**config.mk**
```make
export PLATFORM = sky130hd
export DESIGN_NAME = ddr2_wr_seq
export DESIGN_NICKNAME = d
export VERILOG_FILES = /design/src/rtl/ddr2_wr_pkg.sv /design/src/rtl/ddr2_bank_table.sv /design/src/rtl/ddr2_cmd_seq.sv /design/src/rtl/ddr2_data_burst.sv /design/src/rtl/ddr2_wr_seq.sv
export SDC_FILE = /design/constraint.sdc
export NUM_CORES = 1
export LEC_CHECK = 0
export CORE_MARGIN = 1.5
export CORE_UTILIZATION = 40
export CTS_CLUSTER_SIZE = 12
export DETAILED_ROUTE_END_ITERATION = 6
export PLACE_DENSITY_LB_ADDON = 0.25
export SLEW_MARGIN = 10
export SYNTH_ARGS = -nofsm -noshare
export SYNTH_HDL_FRONTEND = slang
export SYNTH_HIERARCHICAL = 1
export SYNTH_SLANG_ARGS = --single-unit
```
**constraint.sdc**
```tcl
create_clock -name clk -period 15.3 [get_ports clk]
set_input_delay 2.295 -clock clk [delete_from_list [all_inputs] [get_ports clk]]
set_output_delay 2.295 -clock clk [all_outputs]
set_load 0.05 [all_outputs]
```
**src/rtl/ddr2_wr_pkg.sv**
```systemverilog
// Shared types for the DDR2 write sequencer.
// Assumes command pins ordered {cs_n, ras_n, cas_n, we_n}.
package ddr2_wr_pkg;

    typedef enum logic [3:0] {
        CMD_NOP = 4'b0111,
        CMD_ACT = 4'b0011,
        CMD_WR  = 4'b0100,
        CMD_PRE = 4'b0010
    } mem_cmd_t;

    typedef enum logic [2:0] {
        SQ_IDLE,
        SQ_RP,
        SQ_RCD,
        SQ_WL,
        SQ_BURST
    } seq_state_t;

    localparam int BURST_BEATS = 8;

endpackage

```
**src/rtl/ddr2_bank_table.sv**
```systemverilog
// Per-bank open-row record: open flag, valid flag and row number.
// Classifies the looked-up request as closed / hit / conflict.
// Assumes at most one activate or precharge per cycle; invalidate
// overrides an activate to the same bank in the same cycle.
module ddr2_bank_table #(
    parameter int BANKS = 8,
    parameter int BA_W  = 3,
    parameter int ROW_W = 13
) (
    input  logic             clk,
    input  logic             rst_n,
    input  logic [BA_W-1:0]  look_bank,
    input  logic [ROW_W-1:0] look_row,
    input  logic             act_en,
    input  logic [BA_W-1:0]  act_bank,
    input  logic [ROW_W-1:0] act_row,
    input  logic             pre_en,
    input  logic [BA_W-1:0]  pre_bank,
    input  logic             inv_en,
    input  logic [BA_W-1:0]  inv_bank,
    output logic             need_act,
    output logic             need_pre,
    output logic             look_open,
    output logic             look_match
);

    logic [BANKS-1:0] open_q, valid_q;
    logic [ROW_W-1:0] row_q [BANKS];
    logic [BANKS-1:0] sel_act, sel_pre, sel_inv;

    // Per-bank decode of the update strobes.
    for (genvar g = 0; g < BANKS; g++) begin : g_dec
        assign sel_act[g] = act_en && (act_bank == BA_W'(g));
        assign sel_pre[g] = pre_en && (pre_bank == BA_W'(g));
        assign sel_inv[g] = inv_en && (inv_bank == BA_W'(g));
    end

    // Record update: precharge closes, activate opens, invalidate marks stale.
    always_ff @(posedge clk) begin
        if (!rst_n) begin
            open_q  <= '0;
            valid_q <= '0;
            for (int b = 0; b < BANKS; b++) row_q[b] <= '0;
        end else begin
            for (int b = 0; b < BANKS; b++) begin
                if (sel_pre[b]) begin
                    open_q[b]  <= 1'b0;
                    valid_q[b] <= 1'b0;
                end else if (sel_act[b]) begin
                    open_q[b]  <= 1'b1;
                    valid_q[b] <= 1'b1;
                    row_q[b]   <= act_row;
                end
                if (sel_inv[b]) valid_q[b] <= 1'b0;
            end
        end
    end

    // Lookup classification for the current request.
    always_comb begin
        look_open  = open_q[look_bank];
        look_match = (row_q[look_bank] == look_row);
        need_act   = !look_open;
        need_pre   = look_open && !(valid_q[look_bank] && look_match);
    end

    AST_PRE_ONLY_OPEN: assert property (@(posedge clk) disable iff (!rst_n)
        pre_en |-> open_q[pre_bank]);
    AST_ACT_ONLY_CLOSED: assert property (@(posedge clk) disable iff (!rst_n)
        act_en |-> !open_q[act_bank]);

endmodule

```
**src/rtl/ddr2_cmd_seq.sv**
```systemverilog
// Command sequencer: accepts a request, issues precharge / activate /
// write with TRP and TRCD spacing, waits the write latency, then holds
// until the data path reports the last beat. Pins are registered.
// Assumes TRP, TRCD, WL >= 1 and column width <= 10 (A10 stays low).
module ddr2_cmd_seq
    import ddr2_wr_pkg::*;
#(
    parameter int BA_W  = 3,
    parameter int ROW_W = 13,
    parameter int COL_W = 10,
    parameter int A_W   = 14,
    parameter int TRCD  = 2,
    parameter int TRP   = 3,
    parameter int WL    = 3
) (
    input  logic             clk,
    input  logic             rst_n,
    input  logic             req_valid,
    input  logic [BA_W-1:0]  req_bank,
    input  logic [ROW_W-1:0] req_row,
    input  logic [COL_W-1:0] req_col,
    input  logic             need_act,
    input  logic             need_pre,
    input  logic             burst_last,
    output logic             req_ready,
    output logic [BA_W-1:0]  cur_bank,
    output logic [ROW_W-1:0] cur_row,
    output logic             act_en,
    output logic [BA_W-1:0]  act_bank,
    output logic [ROW_W-1:0] act_row,
    output logic             pre_en,
    output logic [BA_W-1:0]  pre_bank,
    output logic             burst_start,
    output logic [3:0]       cmd_o,
    output logic [BA_W-1:0]  ba_o,
    output logic [A_W-1:0]   addr_o
);

    localparam int MAXD = (TRCD > TRP) ? ((TRCD > WL) ? TRCD : WL)
                                       : ((TRP > WL) ? TRP : WL);
    localparam int CW   = $clog2(MAXD + 1);

    seq_state_t       st_q, nxt_st;
    logic [CW-1:0]    cnt_q, nxt_cnt;
    mem_cmd_t         cmd_q, nxt_cmd;
    logic [BA_W-1:0]  ba_q, nxt_ba;
    logic [A_W-1:0]   addr_q, nxt_addr;
    logic [COL_W-1:0] cur_col;
    logic             take;

    // Next-state and next-command decision.
    always_comb begin
        nxt_st   = st_q;
        nxt_cnt  = cnt_q;
        nxt_cmd  = CMD_NOP;
        nxt_ba   = '0;
        nxt_addr = '0;
        take     = 1'b0;
        case (st_q)
            SQ_IDLE: if (req_valid) begin
                take   = 1'b1;
                nxt_ba = req_bank;
                if (need_pre) begin
                    nxt_cmd = CMD_PRE;
                    nxt_st  = SQ_RP;
                    nxt_cnt = CW'(TRP - 1);
                end else if (need_act) begin
                    nxt_cmd  = CMD_ACT;
                    nxt_addr = A_W'(req_row);
                    nxt_st   = SQ_RCD;
                    nxt_cnt  = CW'(TRCD - 1);
                end else begin
                    nxt_cmd  = CMD_WR;
                    nxt_addr = A_W'(req_col);
                    nxt_st   = SQ_WL;
                    nxt_cnt  = CW'(WL - 1);
                end
            end
            SQ_RP: if (cnt_q == '0) begin
                nxt_cmd  = CMD_ACT;
                nxt_ba   = cur_bank;
                nxt_addr = A_W'(cur_row);
                nxt_st   = SQ_RCD;
                nxt_cnt  = CW'(TRCD - 1);
            end else begin
                nxt_cnt = cnt_q - 1'b1;
            end
            SQ_RCD: if (cnt_q == '0) begin
                nxt_cmd  = CMD_WR;
                nxt_ba   = cur_bank;
                nxt_addr = A_W'(cur_col);
                nxt_st   = SQ_WL;
                nxt_cnt  = CW'(WL - 1);
            end else begin
                nxt_cnt = cnt_q - 1'b1;
            end
            SQ_WL: if (cnt_q == '0) nxt_st = SQ_BURST;
                   else nxt_cnt = cnt_q - 1'b1;
            SQ_BURST: if (burst_last) nxt_st = SQ_IDLE;
            default: nxt_st = SQ_IDLE;
        endcase
    end

    // Register state, request fields and pin values.
    always_ff @(posedge clk) begin
        if (!rst_n) begin
            st_q     <= SQ_IDLE;
            cnt_q    <= '0;
            cmd_q    <= CMD_NOP;
            ba_q     <= '0;
            addr_q   <= '0;
            cur_bank <= '0;
            cur_row  <= '0;
            cur_col  <= '0;
        end else begin
            st_q   <= nxt_st;
            cnt_q  <= nxt_cnt;
            cmd_q  <= nxt_cmd;
            ba_q   <= nxt_ba;
            addr_q <= nxt_addr;
            if (take) begin
                cur_bank <= req_bank;
                cur_row  <= req_row;
                cur_col  <= req_col;
            end
        end
    end

    assign req_ready   = (st_q == SQ_IDLE);
    assign burst_start = (st_q == SQ_WL) && (cnt_q == '0);
    assign act_en      = (nxt_cmd == CMD_ACT);
    assign act_bank    = nxt_ba;
    assign act_row     = nxt_addr[ROW_W-1:0];
    assign pre_en      = (nxt_cmd == CMD_PRE);
    assign pre_bank    = nxt_ba;
    assign cmd_o       = cmd_q;
    assign ba_o        = ba_q;
    assign addr_o      = addr_q;

    // Checker state: cycles since the last non-NOP command on the pins.
    logic [7:0] gap_q;
    mem_cmd_t   prev_q;
    always_ff @(posedge clk) begin
        if (!rst_n) begin
            gap_q  <= 8'hFF;
            prev_q <= CMD_NOP;
        end else if (cmd_q != CMD_NOP) begin
            gap_q  <= 8'd1;
            prev_q <= cmd_q;
        end else if (gap_q != 8'hFF) begin
            gap_q <= gap_q + 8'd1;
        end
    end

    AST_TRCD_GAP: assert property (@(posedge clk) disable iff (!rst_n)
        (cmd_q == CMD_WR && prev_q == CMD_ACT) |-> (gap_q >= 8'(TRCD)));
    AST_TRP_GAP: assert property (@(posedge clk) disable iff (!rst_n)
        (cmd_q == CMD_ACT && prev_q == CMD_PRE) |-> (gap_q >= 8'(TRP)));

endmodule

```
**src/rtl/ddr2_data_burst.sv**
```systemverilog
// Write data path: captures the request's words, byte enables and
// length at acceptance, then drives exactly 8 beats from a start strobe.
// Beats at or beyond the length are fully masked and carry zero data.
module ddr2_data_burst #(
    parameter int DQ_W  = 32,
    parameter int NB    = 4,
    parameter int LEN_W = 4,
    parameter int BEATS = 8
) (
    input  logic                  clk,
    input  logic                  rst_n,
    input  logic                  cap_en,
    input  logic [BEATS*DQ_W-1:0] cap_data,
    input  logic [BEATS*NB-1:0]   cap_be,
    input  logic [LEN_W-1:0]      cap_len,
    input  logic                  start,
    output logic [DQ_W-1:0]       wdata,
    output logic [NB-1:0]         wmask,
    output logic                  wen,
    output logic                  last,
    output logic                  done
);

    localparam int BW = $clog2(BEATS);

    logic [BEATS*DQ_W-1:0] data_q;
    logic [BEATS*NB-1:0]   be_q;
    logic [LEN_W-1:0]      len_q;
    logic [BW-1:0]         beat_q, nb;
    logic                  act_q, nb_live;
    logic [DQ_W-1:0]       nb_word;
    logic [NB-1:0]         nb_mask;

    // Select the next beat's word and mask.
    always_comb begin
        nb      = start ? '0 : beat_q + 1'b1;
        nb_live = (LEN_W'(nb) < len_q);
        nb_word = nb_live ? data_q[int'(nb)*DQ_W +: DQ_W] : '0;
        nb_mask = nb_live ? ~be_q[int'(nb)*NB +: NB] : '1;
    end

    // Capture at acceptance and step through the burst.
    always_ff @(posedge clk) begin
        if (!rst_n) begin
            data_q <= '0;
            be_q   <= '0;
            len_q  <= '0;
            beat_q <= '0;
            act_q  <= 1'b0;
            wdata  <= '0;
            wmask  <= '1;
            done   <= 1'b0;
        end else begin
            done <= 1'b0;
            if (cap_en) begin
                data_q <= cap_data;
                be_q   <= cap_be;
                len_q  <= cap_len;
            end
            if (start || (act_q && !last)) begin
                act_q  <= 1'b1;
                beat_q <= nb;
                wdata  <= nb_word;
                wmask  <= nb_mask;
            end else if (last) begin
                act_q  <= 1'b0;
                beat_q <= '0;
                wdata  <= '0;
                wmask  <= '1;
                done   <= 1'b1;
            end
        end
    end

    assign last = act_q && (beat_q == BW'(BEATS - 1));
    assign wen  = act_q;

    AST_BURST_EIGHT: assert property (@(posedge clk) disable iff (!rst_n)
        done |-> ($past(act_q, 1) && $past(act_q, 8) && !$past(act_q, 9)));
    AST_DONE_SINGLE: assert property (@(posedge clk) disable iff (!rst_n)
        done |=> !done);

endmodule

```
**src/rtl/ddr2_wr_seq.sv**
```systemverilog
// Top of the DDR2 write sequencer: splits the request address, keeps
// per-bank open rows, sequences commands and drives the 8-beat burst.
// Assumes DQ_W of 16 or 32, CL >= 2, TRP >= 1, TRCD >= 1, ROW_W <= A_W.
module ddr2_wr_seq
    import ddr2_wr_pkg::*;
#(
    parameter int DQ_W  = 32,
    parameter int BANKS = 8,
    parameter int ROW_W = 13,
    parameter int COL_W = 10,
    parameter int A_W   = 14,
    parameter int CL    = 4,
    parameter int TRCD  = 2,
    parameter int TRP   = 3,
    localparam int NB    = DQ_W / 8,
    localparam int BA_W  = $clog2(BANKS),
    localparam int AU_W  = ROW_W + BA_W + COL_W,
    localparam int BEATS = BURST_BEATS,
    localparam int LEN_W = $clog2(BURST_BEATS + 1)
) (
    input  logic                  clk,
    input  logic                  rst_n,
    input  logic                  req_valid,
    output logic                  req_ready,
    input  logic [AU_W-1:0]       req_addr,
    input  logic [LEN_W-1:0]      req_len,
    input  logic [BEATS*DQ_W-1:0] req_data,
    input  logic [BEATS*NB-1:0]   req_be,
    input  logic                  inval_valid,
    input  logic [BA_W-1:0]       inval_bank,
    output logic                  mem_cs_n,
    output logic                  mem_ras_n,
    output logic                  mem_cas_n,
    output logic                  mem_we_n,
    output logic [BA_W-1:0]       mem_bank,
    output logic [A_W-1:0]        mem_addr,
    output logic [DQ_W-1:0]       mem_wdata,
    output logic [NB-1:0]         mem_wmask,
    output logic                  mem_wdata_en,
    output logic                  wr_done
);

    localparam int WL = CL - 1;

    logic [COL_W-1:0] a_col;
    logic [BA_W-1:0]  a_bank, cur_bank, look_bank, act_bank, pre_bank;
    logic [ROW_W-1:0] a_row, cur_row, look_row, act_row;
    logic             need_act, need_pre, look_open, look_match;
    logic             act_en, pre_en, burst_start, burst_last, accept;
    logic [3:0]       cmd_pins;

    // Address split: {row, bank, column} in memory-width units.
    assign a_col  = req_addr[COL_W-1:0];
    assign a_bank = req_addr[COL_W +: BA_W];
    assign a_row  = req_addr[COL_W+BA_W +: ROW_W];
    assign accept = req_valid && req_ready;

    // Look up the incoming request when idle, the held one otherwise.
    assign look_bank = req_ready ? a_bank : cur_bank;
    assign look_row  = req_ready ? a_row  : cur_row;

    ddr2_bank_table #(.BANKS(BANKS), .BA_W(BA_W), .ROW_W(ROW_W)) u_table (
        .clk(clk), .rst_n(rst_n),
        .look_bank(look_bank), .look_row(look_row),
        .act_en(act_en), .act_bank(act_bank), .act_row(act_row),
        .pre_en(pre_en), .pre_bank(pre_bank),
        .inv_en(inval_valid), .inv_bank(inval_bank),
        .need_act(need_act), .need_pre(need_pre),
        .look_open(look_open), .look_match(look_match)
    );

    ddr2_cmd_seq #(.BA_W(BA_W), .ROW_W(ROW_W), .COL_W(COL_W), .A_W(A_W),
                   .TRCD(TRCD), .TRP(TRP), .WL(WL)) u_seq (
        .clk(clk), .rst_n(rst_n),
        .req_valid(req_valid), .req_bank(a_bank), .req_row(a_row), .req_col(a_col),
        .need_act(need_act), .need_pre(need_pre), .burst_last(burst_last),
        .req_ready(req_ready), .cur_bank(cur_bank), .cur_row(cur_row),
        .act_en(act_en), .act_bank(act_bank), .act_row(act_row),
        .pre_en(pre_en), .pre_bank(pre_bank), .burst_start(burst_start),
        .cmd_o(cmd_pins), .ba_o(mem_bank), .addr_o(mem_addr)
    );

    ddr2_data_burst #(.DQ_W(DQ_W), .NB(NB), .LEN_W(LEN_W), .BEATS(BEATS)) u_data (
        .clk(clk), .rst_n(rst_n),
        .cap_en(accept), .cap_data(req_data), .cap_be(req_be), .cap_len(req_len),
        .start(burst_start),
        .wdata(mem_wdata), .wmask(mem_wmask), .wen(mem_wdata_en),
        .last(burst_last), .done(wr_done)
    );

    assign {mem_cs_n, mem_ras_n, mem_cas_n, mem_we_n} = cmd_pins;

    AST_WR_ROW_OPEN: assert property (@(posedge clk) disable iff (!rst_n)
        (cmd_pins == CMD_WR) |-> (look_open && look_match));
    AST_WL_ALIGN: assert property (@(posedge clk) disable iff (!rst_n)
        $rose(mem_wdata_en) |-> $past(cmd_pins == CMD_WR, WL));
    AST_READY_LOW_BURST: assert property (@(posedge clk) disable iff (!rst_n)
        mem_wdata_en |-> !req_ready);

endmodule

```
# ---- After elaboration in Yosys (flattened, before gate mapping)
# Memories as Yosys holds them, arrays and structs flattened.
# Cells that the tools add are included.
dict set report totals {
  wordCells 226
  in_bits 325
  regBits 401
  n_memories 1
  out_inout_bits 60
  ram_bits 104
}
# name words word_bits read_ports rd_ports_with_merged_regs write_ports line_no
set memory_table {}
lappend memory_table {u_table.row_q 8 13 1 0 8 ddr2_bank_table.sv:28} ;# logic [ROW_W-1:0] row_q [BANKS];
dict set report classes {
  n_lt_le_gt_ge 2
  n_eq_ne 28
  addsub 2
  reduce_logical 59
  shift 2
  bitwise 10
  mux 90
}
# operator count
set ops {}
lappend ops {{$shiftx 256x9->32} 1}
lappend ops {{$mux 13} 11}
lappend ops {{$mux 32} 3}
lappend ops {{$pmux 14 s3} 1}
lappend ops {{$mux 1} 41}
lappend ops {{$mux 3} 13}
lappend ops {{$shiftx 32x6->4} 1}
lappend ops {{$eq 3x3->1 const B} 10}
lappend ops {{$logic_and 1x1->1} 30}
lappend ops {{$mux 14} 2}
lappend ops {{$reduce_or 3->1} 8}
lappend ops {{$mux 4} 5}
lappend ops {{$reduce_or 2->1} 10}
lappend ops {{$eq 3x2->1 const B} 6}
lappend ops {{$pmux 3 s5} 1}
lappend ops {{$mux 2} 7}
lappend ops {{$eq 13x13->1} 1}
lappend ops {{$pmux 4 s3} 1}
lappend ops {{$mux 10} 1}
lappend ops {{$eq 3x1->1 const B} 3}
lappend ops {{$logic_not 3->1} 3}
lappend ops {{$eq 4x2->1 const B} 2}
lappend ops {{$ne 2x1->1 const B} 4}
lappend ops {{$or 1x1->1} 8}
lappend ops {{17 further kinds} 20}

# ---- Longest topological paths before layout
dict set report logic_depth {
  word_depth 17
  mapped_depth 24
  mapped_depth_nobuf 16
}

# ---- Modules after synthesis
# Netlist, hierarchy kept.
# module cells_each area_per_inst_um2 seq_area_each_um2 instances
set modules_own_cells {}
lappend modules_own_cells {ddr2_data_burst 1363 15090.7 6666.4 1}
lappend modules_own_cells {ddr2_bank_table 436 5447.7 3443.3 1}
lappend modules_own_cells {ddr2_cmd_seq 276 2408.6 1001.0 1}
lappend modules_own_cells {ddr2_wr_seq 19 252.7 0.0 1}

# ---- Worst setup path after synthesis
# OpenSTA, ideal clock, no wires.
dict set report synth_timing {
  path_type {reg-to-reg}
  start {register u_seq.st_q[0]}
  end {memory u_table.row_q[4][0], enable pin}
  n_path_buf 7
  t_arrival_ns 5.742
  period_less_slack_ns 6.098
  t_required_ns 14.944
  setup_time_ns 0.356
  setup_slack_ns 9.202
  stages_incl_launch_ff 24
  path_cell_list {dfxtp_1 clkbuf_1 buf_2 buf_2 nor3_1 buf_6 mux2_2 buf_2 and2_1 clkbuf_1 a22o_1 a221oi_1 xor2_1 nor4_2 a31oi_1 or2_2 a21oi_1 nor3_1 a21boi_0 nand2_1 nor3_1 o31ai_1 clkbuf_1 nand2_1}
}
# element line_no
set synth_rtl {}
lappend synth_rtl {{from (decl)} ddr2_cmd_seq.sv:43} ;# seq_state_t st_q, nxt_st;
lappend synth_rtl {{from (signal assigned)} ddr2_cmd_seq.sv:116} ;# st_q <= nxt_st;
lappend synth_rtl {{to (decl)} ddr2_bank_table.sv:28}

==> results.cfg <==
[run_status]
status = finished clean

[drt]
drt_iter0_drc = 1188
route.detailed.drc = 0
wl_um = 70500
met3WireLength_um = 5260
first_pass_iters = 5
top_layer_used = met5
antenna_left = 0
wl_met1_um = 30200
wl_per_cell_um = 22.0
met2_length_um = 33200
vias = 16700
routed_via_density = 5.23

[setup_path]
r2r-start = u_seq/st_q[2]
r2r_cells = 18
crit_start = req_addr[10]
cp.required_ns = 15.56
crit_path_cell_trace = clkdlybuf4s50_1 -> mux2_2 -> buf_4 -> mux4_1 -> mux2i_1 -> xor2_1 -> nand3_1 -> and4bb_2 -> a31oi_1 -> or2_2 -> a21oi_1 -> nor3_1 -> a21boi_0 -> nand2b_1 -> nor3_1 -> nand2_1 -> nand2_1
r2r_slack_ns = 9.28
cpPeakStageDelay_ns = 0.66
crit_type = in2reg
worstPathArrival_ns = 7.42
cp_slowest_cell = mux4_1
startpoint_type = input port
endpoint_kind = flop
crit_fanout = 45

[timing]
worst_slew_pin_slew_ns = 1.20
rsz0062_at_grt = false
period_share_pct = 46.8
hold_viol = 0
fin_crit_ns = 7.16
setup_viol = 0
finalMaxSlewViolations = 0
layout_setup_ws_ns = 8.14
holdWs_ns = 0.466
fin_tns_setup_ns = 0
slew_headroom_pct = 19.9
final.setup_skew_ns = 0.0461
max_freq_ghz = 0.140

[grt]
grt_pass1_vias = 16700
antenna_found_initial = 20
grt_use_total_pct = 23.1
grt_pass1_wl_um = 105000
grt_max_degree = 160
grt.overflow.total = 0

[placed_design]
numPortBuffers = 382
postPlaceCellArea_um2 = 27300
preCtsSetupSlack_ns = 7.53
place_congestion = 0.991
dp.cells = 3093
place_hpwl_um = 49300

[power]
pwr-share-clk_pct = 29.6
ir_drop_v = 0.000153
power_mw = 4.56
p_leak_nw = 10.4
combPwrFrac_pct = 33.4
switching_share_pct = 33.2
switchingPower_mw = 1.52
power_density_nw_per_um2 = 157
pwr-share-seq_pct = 37.1
p_int_mw = 3.05

[worst_hold_path]
min_path_cells = 2
hp-start = u_seq/cur_col[2]
hold_path.class = reg2reg

[clocking]
cts_max_level = 2
insertion_delay_ns = 0.64
cts_tree = built
cts_root_buf = clkbuf_16
cts_resized = 0
postCtsHoldBufs = 0
clock_sinks = 503
post_cts_buffers = 0
cts_buffer_depth = 3
cts_made_buffers = 55
clkSlewWorstSetupHoldPaths_ns = 0.06

[floorplanning]
rows = 88
die_y_um = 244
die_x_um = 244
ios = 385
start_util_pct = 40.3
core_um2 = 57500
die_area_um2 = 59400

[flow_run]
cap_violations = 0

[yosys]
postSynthCellCount = 2091
netlist_area_um2 = 23200
post_synth.cell_area_avg_um2 = 11.1
yosys_warnings = 6

[final_layout]
finish.utilization_pct = 50.7
layout-drive-gt1-share_pct = 9.51
fin_nets = 2717
area_delta_synth_final_pct = 25.8
final_cell_area_um2 = 29200
stdcell_count = 3202
## critical path: cells and delay by family
family / cells / cell delay [ns]
AND/OR/NAND/NOR: 8 / 2.11
buffers and inverters: 2 / 1.09
multiplexers: 3 / 1.04
AO/OA/AOI/OAI: 3 / 0.76
XOR/XNOR: 1 / 0.09
## sequential cells by signal (all words and copies together), names as in the netlist, 4 cells and up
name	count
u_table/open_q	8
u_table/row_q	104
u_data/be_q	32
u_data/wmask	4
u_data/len_q	4
u_data/wdata	32
u_table/valid_q	8
u_seq/addr_o	13
u_seq/cur_col	10
u_seq/cur_row	13
u_data/data_q	256
## layout by cell type (no fill, tap or decap), types with 19 or more instances in the layout
master,count
clkdlybuf4s50_1,381
inv_1,22
a221oi_2,23
o22ai_1,36
nand2_1,135
a22oi_1,55
and2_1,20
edfxtp_1,104
a21boi_0,20
dfxtp_1,398
nand3b_1,24
mux2i_1,368
nor2_1,129
nor2b_1,335
a221oi_1,19
clkbuf_16,55
mux4_2,44
## path summary, 6_finish.rpt
| path | endpoint |
|---|---|
| max | u_table/row_q[0][4] |
| min | u_seq/cur_col[2] |
| max reg2reg | u_table/row_q[0][4] |
| min reg2reg | u_seq/cur_col[2] |
## layer usage
layer,up-vias,GRT usage (%)
met5,-,0
met4,28,6.83
met3,114,6.12
met2,509,37.8
met1,8086,29.8
li1,8001,-
## power groups by stage
stage	sequential, mW	combinational [mW]	clock, mW
2_1_floorplan	1.71	1.13	0
3_3_place_gp	1.71	1.49	0
3_5_place_dp	1.72	1.51	0
4_1_cts	1.69	1.52	1.38
5_1_grt	1.71	1.63	1.43
6_report	1.69	1.52	1.35
## area by class of cell
class | instances | area [um^2]
antenna | 7 | 17.5
clock buffer | 78 | 1570
clock inverter | 24 | 279
fill | 5179 | 28300
inverter | 23 | 86.3
multi-input combinational | 1400 | 11100
sequential | 503 | 11100
tap | 765 | 957
timing repair buffer | 402 | 4000
No activity file was read; power rests on OpenSTA's default activity.
